==> src/rtl/uirq_pkg.sv <==
package uirq_pkg;
  localparam int unsigned DEF_DEPTH = 64;

  // queue-enable encoding
  typedef enum logic {
    QM_BYTE = 1'b0,
    QM_FIFO = 1'b1
  } qmode_e;
endpackage

==> src/rtl/uirq_tx_cond.sv <==
module uirq_tx_cond #(
  parameter int unsigned LVL_W = 7
) (
  input  logic             q_en,
  input  logic             hd485,
  input  logic             thr_empty,
  input  logic             tsr_empty,
  input  logic [LVL_W-1:0] tx_cnt,
  input  logic [LVL_W-1:0] tx_trig,
  output logic             tx_cond
);
  import uirq_pkg::*;

  logic   below_trig;
  logic   fifo_empty;
  logic   xmit_idle;
  logic   byte_cond;
  logic   fifo_cond;
  qmode_e mode;

  assign mode       = qmode_e'(q_en);
  assign below_trig = (tx_cnt < tx_trig);
  assign fifo_empty = (tx_cnt == '0);
  assign xmit_idle  = fifo_empty & tsr_empty;

  always_comb begin
    if (hd485) begin
      byte_cond = thr_empty & tsr_empty;
      fifo_cond = below_trig | xmit_idle;
    end else begin
      byte_cond = thr_empty;
      fifo_cond = below_trig | fifo_empty;
    end
  end

  always_comb begin
    unique case (mode)
      QM_FIFO: tx_cond = fifo_cond;
      default: tx_cond = byte_cond;
    endcase
  end
endmodule

==> src/rtl/uirq_rx_cond.sv <==
module uirq_rx_cond #(
  parameter int unsigned LVL_W = 7
) (
  input  logic             q_en,
  input  logic             rx_hold,
  input  logic [LVL_W-1:0] rx_cnt,
  input  logic [LVL_W-1:0] rx_trig,
  output logic             rx_cond
);
  import uirq_pkg::*;

  logic   at_or_above;
  logic   nonempty;
  qmode_e mode;

  assign mode        = qmode_e'(q_en);
  assign at_or_above = (rx_cnt >= rx_trig);
  assign nonempty    = (rx_cnt != '0);

  always_comb begin
    unique case (mode)
      QM_FIFO: rx_cond = at_or_above & nonempty;
      default: rx_cond = rx_hold;
    endcase
  end
endmodule

==> src/rtl/uirq_pin_top.sv <==
module uirq_pin_top #(
  parameter int unsigned DEPTH = uirq_pkg::DEF_DEPTH,
  parameter int unsigned LVL_W = $clog2(DEPTH) + 1
) (
  input  logic             clk,
  input  logic             rst,
  input  logic             q_en,
  input  logic             hd485,
  input  logic             thr_empty,
  input  logic             tsr_empty,
  input  logic [LVL_W-1:0] tx_cnt,
  input  logic [LVL_W-1:0] tx_trig,
  input  logic             rx_hold,
  input  logic [LVL_W-1:0] rx_cnt,
  input  logic [LVL_W-1:0] rx_trig,
  input  logic             tx_ie,
  input  logic             rx_ie,
  output logic             irq
);
  logic tx_cond;
  logic rx_cond;
  logic irq_nxt;
  logic irq_q;

  uirq_tx_cond #(.LVL_W(LVL_W)) u_tx (
    .q_en      (q_en),
    .hd485     (hd485),
    .thr_empty (thr_empty),
    .tsr_empty (tsr_empty),
    .tx_cnt    (tx_cnt),
    .tx_trig   (tx_trig),
    .tx_cond   (tx_cond)
  );

  uirq_rx_cond #(.LVL_W(LVL_W)) u_rx (
    .q_en    (q_en),
    .rx_hold (rx_hold),
    .rx_cnt  (rx_cnt),
    .rx_trig (rx_trig),
    .rx_cond (rx_cond)
  );

  assign irq_nxt = (tx_cond & tx_ie) | (rx_cond & rx_ie);

  always_ff @(posedge clk) begin
    if (rst) irq_q <= 1'b0;
    else     irq_q <= irq_nxt;
  end

  assign irq = irq_q;
endmodule

==> config.mk <==
export PLATFORM = sky130hd
export DESIGN_NAME = uirq_pin_top
export DESIGN_NICKNAME = d
export VERILOG_FILES = /design/src/rtl/uirq_pkg.sv /design/src/rtl/uirq_tx_cond.sv /design/src/rtl/uirq_rx_cond.sv /design/src/rtl/uirq_pin_top.sv
export SDC_FILE = /design/constraint.sdc
export NUM_CORES = 1
export LEC_CHECK = 0
export ABC_AREA = 1
export BUFFER_PORTS_ARGS = -buffer_cell sky130_fd_sc_hd__buf_4
export CELL_PAD_IN_SITES_DETAIL_PLACEMENT = 0
export CELL_PAD_IN_SITES_GLOBAL_PLACEMENT = 1
export CORE_UTILIZATION = 25
export CTS_CLUSTER_SIZE = 8
export DETAILED_ROUTE_END_ITERATION = 8
export GPL_ROUTABILITY_DRIVEN = 0
export HOLD_SLACK_MARGIN = 0.1
export MAX_ROUTING_LAYER = met4
export PLACE_DENSITY = 0.89
export SYNTH_ARGS = -nofsm -noshare
export SYNTH_HDL_FRONTEND = slang
export SYNTH_HIERARCHICAL = 1
export SYNTH_SLANG_ARGS = --single-unit
==> constraint.sdc <==
create_clock -name clk -period 2.8 [get_ports clk]
set_input_delay 0.14 -clock clk [delete_from_list [all_inputs] [get_ports clk]]
set_output_delay 0.14 -clock clk [all_outputs]
set_load 0.005 [all_outputs]
==> results of run 1 <==
[worst max path at each step]
stage | from | end | slack, ns | depth (start not counted)
floorplan | tx_trig[6] | irq$_SDFF_PP0_ | 1.70 | 9
global placement | tx_cnt[2] | irq$_SDFF_PP0_ | 1.55 | 9
detailed placement | tx_cnt[6] | irq$_SDFF_PP0_ | 1.53 | 9
CTS | tx_cnt[6] | irq$_SDFF_PP0_ | 1.53 | 9
global route | tx_cnt[6] | irq$_SDFF_PP0_ | 1.43 | 9
finish | tx_cnt[6] | irq$_SDFF_PP0_ | 1.54 | 9
[where the power goes]
group	internal (mW)	leakage, nW	switching, mW
sequential	0.0158	0.00830	0.000324
combinational	0.0582	0.542	0.0431
clock	0	0	0
total	0.0740	0.550	0.0434
[final cells by class]
class                   count  area (µm²)
fillers                   232        1120
multi-input cells          66         387
repair buffers             37         278
inverters                  28         105
well taps                  27        33.8
flip-flops and latches      1        20.0
[layout by cell type (no fill, tap or decap)]
cell | synthesis | routed
a21oi_1 | 3 | 3
a21oi_2 | 4 | 4
buf_4 | 0 | 37
dfxtp_1 | 1 | 1
ha_1 | 13 | 13
inv_1 | 28 | 28
nand2_1 | 33 | 33
nand3_1 | 1 | 1
nor2_1 | 12 | 12
[critical path, cell delays in order]
cell	delay, ns
buf_4	0.11
ha_1	0.30
nand2_1	0.09
inv_1	0.05
a21oi_2	0.12
nand2_1	0.07
a21oi_2	0.12
nand2_1	0.07
a21oi_2	0.12
[cells by family (layout without fill, tap and decap cells)]
logic type	Yosys count	count (layout)	synth area share (%)
AND/OR/NAND/NOR	46	46	34.0
buffers and inverters	28	65	20.5
flip-flops	1	1	3.91
AO/OA/AOI/OAI	7	7	9.78
adder cells (fa/ha/maj)	13	13	31.8
[metal layers]
layer	vias up	track usage (%)
met5	-	-
met1	247	14.8
met4	0	0
met2	15	18.9
met3	0	0
li1	354	-
[through the flow]
stage	cell area [µm²]	hold slack [ns]	utilization, %	cells
6_report	823	0.297	42.4	159
5_1_grt	823	0.306	42.4	159
4_1_cts	823	0.300	42.4	159
3_5_place_dp	823	0.300	42.4	159
3_3_place_gp	823	0.296	42.4	159
2_1_floorplan	512	0.202	-	95
==> reports/metrics.csv, run 1 <==
stage,metric,value,unit
logic_synthesis,synth_edf_count,0,
sta,finalCritPeriodShare,44.8,%
floorplan,coreArea,1940,µm²
logic_synthesis,syn-instance-count,95,
run,maxCapViolCount,0,
worst_setup_path,crit_type,input port to flip-flop,
floorplan,num_rows,16,
detailed_routing,dr.max_layer_used,met3,
cts,cts_resized,0,
sta,tightest_slew,0.153,ns
detailed_routing,wirelength,1120,µm
global_routing,gr-total-overflow,0,
cts,cts_hold_buf,0,
logic_synthesis,ys.flop_type,dfxtp_1,
detailed_routing,drcViolationCount,0,
placement,pre_cts_ws,1.53,ns
worst_hold_path,hold_depth,2,
pwr,ir_worst_vdd,0.0645,mV
floorplan,die_area,2230,µm²
logic_synthesis,ys_ff_latch,1,
logic_synthesis,yosysSeqAreaShare,3.91,%
cts,postCtsSetupBuffers,0,
detailed_routing,first_pass_iters,4,
global_routing,grt_pass1_wl,1790,µm
sta,slew_headroom,89.8,%
worst_hold_path,worstHoldStart,rst,
worst_setup_path,start_kind,input port,
worst_setup_path,crit_path_max_fanout,2,
finish,n_antenna_cell,0,
detailed_routing,wl_met3,49,µm
finish,drive_above_1_share,31.1,%
detailed_routing,vias,616,
global_routing,antenna_found_initial,0,
worst_setup_path,critPathArrivalTime,1.19,ns
logic_synthesis,synth_top_area_share,31.8,%
logic_synthesis,synthArstFlopShare,0,%
detailed_routing,drtIter0Drc,6,
detailed_routing,routed_via_density,3.87,
placement,portBuffers,37,
global_routing,grt_pass1_vias,468,
logic_synthesis,synthesis.area,512,µm²
logic_synthesis,synth_top_area_cell,ha_1,
sta,final-setup-viol-count,0,
global_routing,grt_max_degree,4,
logic_synthesis,yosys-top-cells-area,"ha_1 (32%), nand2_1 (24%), inv_1 (21%)",
global_routing,grt_util_all_layers,10.8,%
sta,finalSetupTns,0,ns
worst_setup_path,cp.required,2.73,ns
logic_synthesis,synthDistinctLibCells,8,
pwr,p_leak,0.550,nW
sta,rsz0062_at_grt,false,
sta,finalMaxSlewViolations,0,
pwr,power.density,143,nW/µm²
cts,clkSlewWorstSetupHoldPaths,0,ns
detailed_routing,wl_met1,504,µm
sta,hold_viol_final,0,
finish,area_delta_synth_final,60.9,%
worst_setup_path,cp-end-kind,flip-flop,
finish,largest_reg_flops,1,
sta,period_needed,1.26,ns
finish,final_nets,184,
floorplan,fp.dieW,47.2,µm
placement,hpwlAfterDp,1090,µm
worst_hold_path,min_to,irq$_SDFF_PP0_,
logic_synthesis,ys_top_cells_by_count,"nand2_1 (33), inv_1 (28), ha_1 (13), nor2_1 (12), a21oi_2 (4)",
logic_synthesis,syn_avg_cell_area,5.39,µm²
status,status,"complete, no violations",
detailed_routing,ant_nets,0,
logic_synthesis,synth_warnings,6,
floorplan,num_io_pins,38,
sta,fin_ws,1.54,ns
detailed_routing,wl_per_cell,7.02,µm
sta,max_clock_freq,0.797,GHz
worst_hold_path,hold_path_class,input port to flip-flop,
pwr,total_power,117,µW
floorplan,start_util,26.4,%
detailed_routing,dr_wl_met2,562,µm
logic_synthesis,syn_nets,145,
floorplan,die_y,47.2,µm
logic_synthesis,yosysMostFrequentCell,nand2_1,
(Power assumes the default switching activity.)
==> run 2: changes to the inputs <==
CORE_UTILIZATION = 21   (was 25)
PLACE_DENSITY = 0.8   (was 0.89)
clock period = 1 ns   (was 2.8 ns; I/O delays follow)
==> run 2 against run 1 <==
The flow now finishes with violations (negative setup slack). Flip-flop and latch count stayed put. Sequential share of layout area is 0.57 points lower. Cell area is 31% higher. Via count rose by 6.0%. Die area grew 18%. Core utilization increased by 5.3 points. Critical path depth grew 1. Setup slack worse by 1.6 ns.
==> reports/metrics.csv, run 2 (synthesis results as in run 1) <==
stage,metric,value,unit
worst_setup_path,crit_path_max_fanout,2,
worst_setup_path,critPathArrivalTime,0.99,ns
worst_hold_path,worstHoldStart,rst,
finish,fin_util,47.7,%
finish,final_nets,187,
sta,hold_viol_final,0,
sta,fin_ws,-0.0609,ns
global_routing,grt_util_met2,26.4,%
global_routing,grt_pass1_vias,658,
detailed_routing,vias,653,
finish,n_antenna_cell,0,
floorplan,die_area,2640,µm²
sta,period_needed,1.06,ns
cts,clkSlewWorstSetupHoldPaths,0,ns
worst_setup_path,cp.required,0.93,ns
finish,largest_reg_flops,1,
global_routing,grt_util_all_layers,12.9,%
worst_setup_path,crit_start,tx_trig[2],
worst_hold_path,min_to,irq$_SDFF_PP0_,
finish,instances_no_fill,163,
sta,rsz0062_at_grt,true,
finish,final_cell_mix,"buf_4 (31), nand2_1 (23), inv_1 (13)",
sta,final-setup-viol-count,1,
sta,slew_headroom,90.3,%
run,maxCapViolCount,0,
sta,finalMaxSlewViolations,0,
worst_setup_path,start_kind,input port,
pwr,ir_worst_vdd,0.229,mV
global_routing,grt_pass1_wl,2620,µm
global_routing,grt_max_degree,4,
floorplan,num_rows,17,
detailed_routing,drcViolationCount,0,
finish,nFillCells,250,
detailed_routing,first_pass_iters,3,
pwr,p_leak,0.567,nW
global_routing,top_usage_layer,met2,
placement,portBuffers,37,
worst_hold_path,hold_path_class,input port to flip-flop,
cts,cts_hold_buf,0,
floorplan,coreArea,2250,µm²
cts,postCtsSetupBuffers,0,
worst_setup_path,crit_type,input port to flip-flop,
detailed_routing,routed_via_density,4.01,
pwr,total_power,479,µW
status,status,"finished, violations left",
floorplan,start_util,22.7,%
sta,max_clock_freq,0.943,GHz
global_routing,antenna_found_initial,0,
worst_setup_path,cp-end-kind,flip-flop,
floorplan,fp.dieW,51.4,µm
detailed_routing,wl_per_cell,9.75,µm
sta,tightest_slew,0.146,ns
global_routing,gr-total-overflow,0,
floorplan,die_y,51.4,µm
sta,finalCritPeriodShare,106,%
sta,finalSetupTns,-0.0609,ns
status,violations,negative setup slack,
global_routing,use_met3,0.595,%
floorplan,num_io_pins,38,
pwr,power.density,446,nW/µm²
finish,drive_above_1_share,60.7,%
worst_hold_path,hold_depth,2,
detailed_routing,ant_nets,0,
detailed_routing,drtIter0Drc,9,
global_routing,grtUsageMet1,14.2,%
finish,area_delta_synth_final,110,%
placement,pre_cts_ws,-0.187,ns
placement,numPlacedInstances,163,
placement,hpwlAfterDp,1210,µm
finish,final_common_cell,buf_4,
detailed_routing,wirelength,1590,µm
-- run 2: changes by cell type in the layout (fill, tap and decap cells not counted), sizes merged --
cell,before,now
buf,37,40
-- run 2: per-stage QoR --
step           cell area [µm²]  hold slack, ns
3_5_place_dp               847           0.210
4_1_cts                    991           0.210
3_3_place_gp               847           0.208
5_1_grt                   1070           0.213
6_report                  1070           0.207
2_1_floorplan              512           0.112
-- run 2: timing repair --
| item | in CTS | in global routing |
|---|---|---|
| gates cloned | 0 | 0 |
| endpoints found under the setup margin | 1 | 1 |
| resized for setup | 21 | 34 |
| pin swaps | 18 | 24 |
-- run 2: critical path, stage by stage --
cell,delay [ns]
buf_6,0.09
inv_4,0.05
ha_4,0.20
a21oi_1,0.12
nand2_1,0.07
nand2_1,0.05
nand2_1,0.06
a21oi_2,0.12
nand2_1,0.07
a21oi_2,0.12
-- run 2: worst max path at each step --
| stage | to | cells past startpoint | slack (ns) |
|---|---|---|---|
| after floorplan | irq$_SDFF_PP0_ | 9 | 0.0005 |
| after global placement | irq$_SDFF_PP0_ | 9 | -0.17 |
| after detailed placement | irq$_SDFF_PP0_ | 9 | -0.19 |
| after CTS | irq$_SDFF_PP0_ | 10 | -0.06 |
| after global routing | irq$_SDFF_PP0_ | 11 | -0.12 |
| final | irq$_SDFF_PP0_ | 10 | -0.06 |
-- run 2: layout make-up --
cell class	count	area (µm²)	area share, %
timing repair buffer	40	334	31.1
multi-input combinational	66	566	52.6
tap	28	35.0	3.26
sequential	1	20.0	1.86
inverter	28	120	11.2
-- run 2: power breakdown --
group / total [mW] / internal (mW) / switching, mW
clock network: 0 / 0 / 0
registers: 0.0449 / 0.0441 / 0.000785
logic: 0.434 / 0.247 / 0.187
total: 0.479 / 0.292 / 0.188
-- run 2: metal layers --
| layer | wire length (µm) | up-vias |
|---|---|---|
| met5 | 0 | - |
| met4 | 0 | 0 |
| met3 | 69 | 0 |
| met2 | 920 | 16 |
| met1 | 599 | 278 |
| li1 | - | 359 |
